`config.mk`:
```
export PLATFORM = sky130hd
export DESIGN_NAME = piso_shift_reg
export DESIGN_NICKNAME = d
export VERILOG_FILES = /design/src/rtl/piso_pkg.sv /design/src/rtl/piso_rst_sync.sv /design/src/rtl/piso_stage.sv /design/src/rtl/piso_shift_reg.sv
export SDC_FILE = /design/constraint.sdc
export NUM_CORES = 1
export LEC_CHECK = 0
export BUFFER_PORTS_ARGS = -buffer_cell sky130_fd_sc_hd__buf_4
export CAP_MARGIN = 20
export CORE_AREA = 2 2 39 41
export CTS_BUF_LIST = sky130_fd_sc_hd__clkbuf_16
export CTS_CLUSTER_DIAMETER = 120
export DETAILED_ROUTE_END_ITERATION = 10
export DIE_AREA = 0 0 41 43
export PLACE_DENSITY = 0.73
export SYNTH_ARGS = -nofsm -noshare
export SYNTH_HDL_FRONTEND = slang
export SYNTH_SLANG_ARGS = --single-unit
```
`constraint.sdc`:
```
create_clock -name clk_i -period 0.8 [get_ports clk_i]
set_input_delay 0.12 -clock clk_i [delete_from_list [all_inputs] [get_ports clk_i]]
set_output_delay 0.12 -clock clk_i [all_outputs]
set_load 0.05 [all_outputs]
```
`src/rtl/piso_pkg.sv`:
```
package piso_pkg;
  typedef enum logic [1:0] {
    MODE_HOLD  = 2'd0,
    MODE_SHIFT = 2'd1,
    MODE_LOAD  = 2'd2
  } stage_mode_e;
endpackage

```
`src/rtl/piso_rst_sync.sv`:
```
module piso_rst_sync #(
  parameter int STAGES = 2
) (
  input  logic clk_i,
  input  logic rst_ni,
  output logic rst_no
);
  logic [STAGES-1:0] sync_q;

  always_ff @(posedge clk_i or negedge rst_ni) begin
    if (!rst_ni) sync_q <= '0;
    else         sync_q <= {sync_q[STAGES-2:0], 1'b1};
  end

  assign rst_no = sync_q[STAGES-1];

  // release is not seen on the first edge after the clear goes away
  a_r7_release_delayed: assert property (@(posedge clk_i) disable iff (!rst_ni)
    $rose(rst_ni) |=> !rst_no);
endmodule

```
`src/rtl/piso_stage.sv`:
```
module piso_stage (
  input  logic clk_i,
  input  logic rst_ni,
  input  logic en_i,
  input  logic load_i,
  input  logic shift_in_i,
  input  logic par_in_i,
  output logic q_o
);
  always_ff @(posedge clk_i or negedge rst_ni) begin
    if (!rst_ni)   q_o <= 1'b0;
    else if (en_i) q_o <= load_i ? par_in_i : shift_in_i;
  end
endmodule

```
`src/rtl/piso_shift_reg.sv`:
```
module piso_shift_reg
  import piso_pkg::*;
#(
  parameter int WIDTH       = 8,
  parameter int SYNC_STAGES = 2
) (
  input  logic             clk_i,
  input  logic             rst_ni,
  input  logic             shift_nload_i,
  input  logic             hold_i,
  input  logic             ser_i,
  input  logic [WIDTH-1:0] par_i,
  output logic             q_o,
  output logic [WIDTH-1:0] stages_o
);
  localparam int LAST = WIDTH - 1;

  logic             rst_int_n;
  stage_mode_e      mode;
  logic             en, load;
  logic [WIDTH-1:0] stage_q;
  logic [WIDTH-1:0] shift_src;

  piso_rst_sync #(.STAGES(SYNC_STAGES)) u_rst_sync (
    .clk_i  (clk_i),
    .rst_ni (rst_ni),
    .rst_no (rst_int_n)
  );

  always_comb begin
    if (hold_i)             mode = MODE_HOLD;
    else if (shift_nload_i) mode = MODE_SHIFT;
    else                    mode = MODE_LOAD;
  end

  assign en   = (mode != MODE_HOLD);
  assign load = (mode == MODE_LOAD);

  assign shift_src[0] = ser_i;

  for (genvar k = 0; k < WIDTH; k++) begin : g_stage
    if (k > 0) begin : g_link
      assign shift_src[k] = stage_q[k-1];
    end
    piso_stage u_stage (
      .clk_i      (clk_i),
      .rst_ni     (rst_int_n),
      .en_i       (en),
      .load_i     (load),
      .shift_in_i (shift_src[k]),
      .par_in_i   (par_i[k]),
      .q_o        (stage_q[k])
    );
  end

  assign q_o      = stage_q[LAST];
  assign stages_o = stage_q;

  // shift moves every stage one place up, serial enters at 0
  a_r2_shift: assert property (@(posedge clk_i) disable iff (!rst_int_n)
    (shift_nload_i && !hold_i) |=> (stages_o == {$past(stages_o[WIDTH-2:0]), $past(ser_i)}));

  // load copies the parallel word, serial input plays no part
  a_r3_load: assert property (@(posedge clk_i) disable iff (!rst_int_n)
    (!shift_nload_i && !hold_i) |=> (stages_o == $past(par_i)));

  // hold freezes all stages
  a_r5_hold: assert property (@(posedge clk_i) disable iff (!rst_int_n)
    hold_i |=> $stable(stages_o));

  // clear forces zero
  a_r6_clear: assert property (@(posedge clk_i)
    !rst_ni |-> (stages_o == '0));
endmodule

```
### Word level (Yosys, flattened, before mapping)

Cells that the tools add are included.

* eq/ne operators: 1
* mux-type cells: 10
* multiply operators: 0
* bitwise logic cells: 0
* reduce and logical (&&, ||, !) cells: 1
* shift-type cells: 0
* add/subtract/negate cells: 0
* divide/modulo/power cells: 0
* magnitude comparators: 0

Operators by type and width (count)
* $mux W1: 8
* $mux W2: 2
* $eq A2 B2 Y1 const B: 1
* $reduce_bool A2 Y1: 1

* bits in registers: 10
* memory bits (read-only): 0
* output and inout bits: 9
* RAM bits: 0
* word-level logic and storage cells: 21
* bits of input ports: 13
* memories: 0
* bits in latches: 0

### Longest topological paths before layout

Gate-level depths: netlist (run 1).

* word-level depth: 4
* mapped depth: 3

### By module

Synthesis (run 1) repeated with hierarchy kept, for this count alone.

* cells, all modules: 38
* area, all modules: 419.2 um^2

By module, submodules not included
* piso_stage: times used 8, area each 43.8 um^2, sequential area each 25.0 um^2, cells an instance 4
* piso_rst_sync: times used 1, area each 53.8 um^2, sequential area each 50.0 um^2, cells an instance 3
* piso_shift_reg: times used 1, area each 15.0 um^2, sequential area each 0.0 um^2, cells an instance 3

### Worst setup path before layout (run 1)

No wires, ideal clock.

* path type: flip-flop to output port
* start: reg g_stage[7].u_stage.q_o
* end: out stages_o[7]
* path buffers: 1
* path slack: -0.223 ns
* data arrival time: 0.903 ns
* stages on the path, launching flop included: 2
* data required time: 0.680 ns
* cells stage by stage: dfrtp_1 buf_4

RTL lines
* from (decl): RTL line piso_stage.sv:8 `output logic q_o`
* from (signal assigned): RTL line piso_stage.sv:12 `else if (en_i) q_o <= load_i ? par_in_i : shift_in_i;`
* to (decl): RTL line piso_shift_reg.sv:14 `output logic [WIDTH-1:0] stages_o`

No word-level cell between the ends.

### Worst setup path in the final report (run 1)

* start: reg g_stage[7].u_stage.q_o
* end: out stages_o[7]

No word-level cell between the ends.

==> impl_metrics.env, run 1 <==
export IMPL_outcome="finished with violations"
export IMPL_violations="negative setup slack"
export IMPL_finalPower_w=0.00206
export IMPL_routabilityCongestion=0.685
export IMPL_antenna_found_initial=0
export IMPL_ioPinCount=22
export IMPL_crit_required_ps=680
export IMPL_synth_top_flop_cell="dfrtp_1"
export IMPL_dieArea_sq_um=1760
export IMPL_slew_viol_final=0
export IMPL_die_x_um=41
export IMPL_critPathCaptureType="primary output"
export IMPL_syn_num_nets=58
export IMPL_ys_types=7
export IMPL_yosys_warnings=0
export IMPL_netlist_instances=45
export IMPL_yosys_cell_count_top_type="dfrtp_1"
export IMPL_portBuffers=21
export IMPL_synth_edf_count=0
export IMPL_powerDensity_nw_per_um2=2670
export IMPL_fill_cells=127
export IMPL_syn2layout_area_growth_pct=58.1
export IMPL_netlist_top_cell_by_area="dfrtp_1"
export IMPL_nets=82
export IMPL_setup_tns_ps=-1240
export IMPL_place_ws_ps=69.6
export IMPL_first_pass_iters=4
export IMPL_max_cap_violations=0
export IMPL_initialDrtViolationCount=1
export IMPL_cts_sinks=10
export IMPL_synth_async_reset_ratio_pct=100
export IMPL_fin_crit_sh_pct=116
export IMPL_placementRows=14
export IMPL_grt_pass1_wl_um=1490
export IMPL_coreArea_sq_um=1380
export IMPL_clock_latency_ps=230
export IMPL_worst_hold_slack_ps=130
export IMPL_max_stage_delay_ps=420
export IMPL_rr_startpoint="g_stage[1].u_stage.q_o"
export IMPL_p_leak_nw=0.389
export IMPL_skew_ps=3.29
export IMPL_path_buf_inv=1
export IMPL_synth_area_top_cells="dfrtp_1, mux2i_1, buf_4"
export IMPL_final_antenna_net_count=0
export IMPL_path_delay_family="flip-flops"
export IMPL_grt_overflow=0
export IMPL_arrival_ps=810
export IMPL_synth_commonest_cells="dfrtp_1, buf_4, mux2i_1, nand2_1, o21ai_1"
export IMPL_rsz0062_at_grt="true"
export IMPL_vias=380
export IMPL_crit_start="g_stage[7].u_stage.q_o"
export IMPL_finalSetupViolations=16
export IMPL_cts_inserted_buffers=3
export IMPL_clkTransAtPathRegs_ps=40
export IMPL_synth_top_area_share_pct=51.4
export IMPL_initial_utilization_pct=35.2
export IMPL_drc=0
export IMPL_path_class="reg -> out"
export IMPL_period_minus_slack_ps=928
export IMPL_cts_tree="built"
export IMPL_grt_total_usage_pct=14.0
export IMPL_avgRoutedWirePerCell_um=11.5
export IMPL_wl_um=969
export IMPL_via_per_inst=4.52
export IMPL_die_h_um=43
export IMPL_fin_ws_ps=-128
export IMPL_max_freq_ghz=1.08
export IMPL_clock_path_buffers=2
export IMPL_crit_path_top_delay_cell="dfrtp_2"
export IMPL_syn_area_sq_um=487
export IMPL_startpoint_type="register"
export IMPL_htree_levels=1
export IMPL_avgSynthCellArea_sq_um=10.8
export IMPL_diodes=0
export IMPL_drive_gt1_share_pct=47.1
export IMPL_cp_cell_sequence="buf_6"
export IMPL_cp_max_fo=3
export IMPL_grt_max_degree=17
export IMPL_grt_pass1_vias=366
export IMPL_synth_yosys_seq_area_share_pct=51.4
export IMPL_ys_ff_latch=10
export IMPL_finalHoldViolCount=0
export IMPL_hold_class="reg -> async"
export IMPL_vdd_drop_max_mv=1.40
export IMPL_root_buffer="clkbuf_16"
[where the power goes]
part	total, W	leakage (nW)	switching [W]	internal, W
combinational	0.000569	0.230	0.000313	0.000255
clock	0.000873	0.0385	0.000219	0.000654
sequential	0.000617	0.121	0.0000509	0.000566
total	0.00206	0.389	0.000583	0.00147
[flip-flops by register name, summed over array words and instances, names as in the netlist]
signal,count
g_stage.u_stage.q_o,8
u_rst_sync.sync_q,2
[per-layer routing]
layer | vias to the layer above | global-route usage [%] | part of all wire (%)
li1 | 186 | - | -
met1 | 171 | 14.1 | 36
met2 | 19 | 20.3 | 51
met3 | 4 | 4.71 | 7.9
met4 | 0 | 14.0 | 4.4
met5 | - | 0 | 0
[area by class of cell]
cell class / instances / area (sq um) / area share [%]
repair buffers: 29 / 265 / 34.5
flip-flops and latches: 10 / 251 / 32.7
multi-input cells: 25 / 154 / 20.0
clock buffers: 3 / 75.1 / 9.76
well taps: 16 / 20.0 / 2.60
clock inverters: 1 / 3.75 / 0.488
[final timing paths]
kind                                           to  slack, ps  depth (start not counted)
max in group asynchronous  g_stage[7].u_stage.q_o        410                          0
setup reg to reg           g_stage[2].u_stage.q_o        -50                          3
setup / recovery                      stages_o[7]       -130                          1
hold / removal             g_stage[4].u_stage.q_o        130                          0
min in group clk_i         g_stage[0].u_stage.q_o        160                          3
hold reg to reg            g_stage[4].u_stage.q_o        130                          0
[through the flow]
| stage | instance area [sq um] | instances | util (%) |
|---|---|---|---|
| floorplan | 495 | 45 | - |
| global placement | 583 | 72 | 42.1 |
| detailed placement | 583 | 72 | 42.1 |
| CTS | 751 | 83 | 54.2 |
| global route | 769 | 84 | 55.6 |
| finish | 769 | 84 | 55.6 |
[kinds of logic after synthesis]
group / count (synthesis) / share of synthesized area (%)
DFF: 10 / 51.4
buffers and inverters: 10 / 17.0
AOI/OAI and AO/OA: 8 / 8.23
muxes: 8 / 16.5
and+or+nand+nor: 8 / 6.17
other: 1 / 0.770
[cell usage in the layout (no fill, tap or decap), drive strengths merged]
master and instances:
buf 28, dfrtp 10, mux2i 8, nand2 8, o21ai 8, clkbuf 3
clkinv 1, dlygate4sd3 1, conb 1
[repair_timing]
item / in CTS / in global routing
endpoints found under the setup margin: 9 / 16
pin swaps: 0 / 3
buffers inserted: 6 / 1
gates resized for setup: 9 / 3
hold buffers: 1 / 0
endpoints found under the hold margin: 2 / 0
gates cloned: 0 / 0
Power figures use the tool's default switching activity.
==> run 2: changes to the inputs <==
Settings changed: PLACE_DENSITY 0.73 to 0.67, SYNTH_HIERARCHICAL from default to 1.
==> impl_metrics.env, run 2 <==
export IMPL_yosys_warnings=6
export IMPL_crit_required_ps=680
export IMPL_synth_async_reset_ratio_pct=100
export IMPL_drive_gt1_share_pct=63.4
export IMPL_intPower_w=0.00157
export IMPL_path_class="reg -> out"
export IMPL_most_common_layout_cells="buf_4, buf_6, mux2i_1, dfrtp_2, a21oi_1"
export IMPL_synth_commonest_cells="dfrtp_1, nor2_1, a21oi_1, mux2i_1"
export IMPL_rsz0062_at_grt="true"
export IMPL_ys_types=7
export IMPL_p_leak_nw=0.386
export IMPL_syn_num_nets=51
export IMPL_clock_power_share_pct=38.9
export IMPL_fin_crit_sh_pct=116
export IMPL_final_area_sq_um=861
export IMPL_placementRows=14
export IMPL_critPathCaptureType="primary output"
export IMPL_vias=397
export IMPL_hold_class="reg -> async"
export IMPL_die_x_um=41
export IMPL_max_stage_delay_ps=420
export IMPL_path_buf_inv=1
export IMPL_grt_total_usage_pct=14.9
export IMPL_grt_pass1_vias=421
export IMPL_setup_tns_ps=-1470
export IMPL_avgRoutedWirePerCell_um=12.0
export IMPL_syn2layout_area_growth_pct=105
export IMPL_clock_latency_ps=240
export IMPL_finalPower_w=0.00224
export IMPL_htree_levels=1
export IMPL_period_minus_slack_ps=930
export IMPL_routabilityCongestion=0.648
export IMPL_fill_cells=110
export IMPL_grt_overflow=0
export IMPL_skew_ps=4.59
export IMPL_initialDrtViolationCount=5
export IMPL_arrival_ps=810
export IMPL_netlist_instances=38
export IMPL_synth_edf_count=0
export IMPL_synth_yosys_seq_area_share_pct=59.7
export IMPL_grt_max_degree=9
export IMPL_clock_path_buffers=2
export IMPL_root_buffer="clkbuf_16"
export IMPL_cts_sinks=10
export IMPL_instances_no_fill=87
export IMPL_portBuffers=21
export IMPL_dieArea_sq_um=1760
export IMPL_pwr_share_comb_pct=31.9
export IMPL_die_h_um=43
export IMPL_coreArea_sq_um=1380
export IMPL_synth_top_area_share_pct=59.7
export IMPL_final_antenna_net_count=0
export IMPL_detailed_place_hpwl_um=694
export IMPL_ioPinCount=22
export IMPL_violations="negative setup slack"
export IMPL_synth_area_top_cells="dfrtp_1, mux2i_1, a21oi_1"
export IMPL_synth_top_flop_cell="dfrtp_1"
export IMPL_grt_pass1_wl_um=1620
export IMPL_p_switching_w=0.000670
export IMPL_largest_registers="g_stage.u_stage/q_o (8), u_rst_sync/sync_q (2)"
export IMPL_avgSynthCellArea_sq_um=11.0
export IMPL_antenna_found_initial=0
export IMPL_placed_cells_incl_taps=77
export IMPL_nets=85
export IMPL_max_freq_ghz=1.07
export IMPL_vdd_drop_max_mv=1.24
export IMPL_regMostFlops="g_stage.u_stage/q_o"
export IMPL_initial_utilization_pct=30.3
export IMPL_cp_cell_sequence="buf_8"
export IMPL_wl_um=1040
export IMPL_largest_register_ffs=8
export IMPL_crit_path_top_delay_cell="dfrtp_2"
export IMPL_fin_ws_ps=-130
export IMPL_slew_viol_final=0
export IMPL_startpoint_type="register"
export IMPL_cts_tree="built"
export IMPL_path_delay_family="flip-flops"
export IMPL_outcome="finished with violations"
export IMPL_first_pass_iters=4
export IMPL_worst_hold_slack_ps=124
export IMPL_mostFrequentLayoutCell="buf_4"
export IMPL_ys_ff_latch=10
export IMPL_cts_inserted_buffers=3
export IMPL_yosys_cell_count_top_type="dfrtp_1"
export IMPL_cp_max_fo=2
export IMPL_finalHoldViolCount=0
export IMPL_netlist_top_cell_by_area="dfrtp_1"
export IMPL_powerDensity_nw_per_um2=2610
export IMPL_syn_area_sq_um=419
export IMPL_p_seq_share_pct=29.2
export IMPL_switching_share_pct=29.9
export IMPL_clkTransAtPathRegs_ps=40
export IMPL_via_per_inst=4.56
export IMPL_finalSetupViolations=14
export IMPL_max_cap_violations=0
export IMPL_drc=0
export IMPL_placed_area_sq_um=642
export IMPL_diodes=0
run 2: cell types whose count changed in the layout (fill, tap and decap cells not counted), sizes merged, moves of 2 or more:
cell	before	now
nor2	0	9
nand2	8	0
o21ai	8	0
inv	0	2
a21oi	0	8
run 2: cells by family after synthesis:
kind of cell	share of synthesized area, %
other	0.895
DFF	59.7
AOI/OAI and AO/OA	9.55
muxes	19.1
buffers and inverters	2.69
and+or+nand+nor	8.06
run 2: repair_timing:
item | 4_1_cts | 5_1_grt
gates resized for setup | 18 | 7
endpoints found under the setup margin | 9 | 17
setup buffers | 5 | 0
hold buffers | 1 | 0
pin swaps | 4 | 5
hold endpoints to repair | 2 | 0
run 2: layer usage:
| layer | up-vias | wire, um | GRT usage, % |
|---|---|---|---|
| met1 | 179 | 415 | 15.7 |
| met2 | 18 | 503 | 21.9 |
| met5 | - | 0 | 0 |
| met3 | 3 | 90 | 6.28 |
| li1 | 197 | - | - |
| met4 | 0 | 31 | 12.0 |
run 2: power groups by stage:
| stage | combinational (W) | clock, W | sequential [W] |
|---|---|---|---|
| CTS | 0.000690 | 0.000906 | 0.000654 |
| global placement | 0.000532 | 0 | 0.000643 |
| detailed placement | 0.000536 | 0 | 0.000644 |
| floorplan | 0.000149 | 0 | 0.000851 |
| finish | 0.000716 | 0.000874 | 0.000655 |
| global route | 0.000752 | 0.000943 | 0.000665 |
run 2: area by class of cell:
class	count	area [sq um]	share of cell area, %
repair buffers	30	312	36.2
flip-flops and latches	10	260	30.2
multi-input cells	26	186	21.7
clock buffers	3	75.1	8.72
well taps	16	20.0	2.33
clock inverters	1	3.75	0.436
inverters	1	3.75	0.436
run 2: path summary, 6_finish.rpt:
kind	cells after the start	start	slack (ps)	to
setup / recovery	1	g_stage[3].u_stage/q_o	-130	stages_o[3]
hold / removal	0	u_rst_sync/sync_q[1]	120	g_stage[2].u_stage/q_o
setup reg to reg	3	g_stage[3].u_stage/q_o	-80	g_stage[4].u_stage/q_o
hold reg to reg	0	u_rst_sync/sync_q[1]	120	g_stage[2].u_stage/q_o
max in group asynchronous	0	u_rst_sync/sync_q[1]	410	g_stage[7].u_stage/q_o
min in group clk_i	3	par_i[5]	170	g_stage[5].u_stage/q_o
run 2: metrics by stage:
step	setup WS [ps]	util, %
final	-130	62.2
after global routing	-152	62.2
after CTS	-134	60.4
after detailed placement	-108	46.4
after global placement	-87.9	46.4
after floorplan	-50.4	-
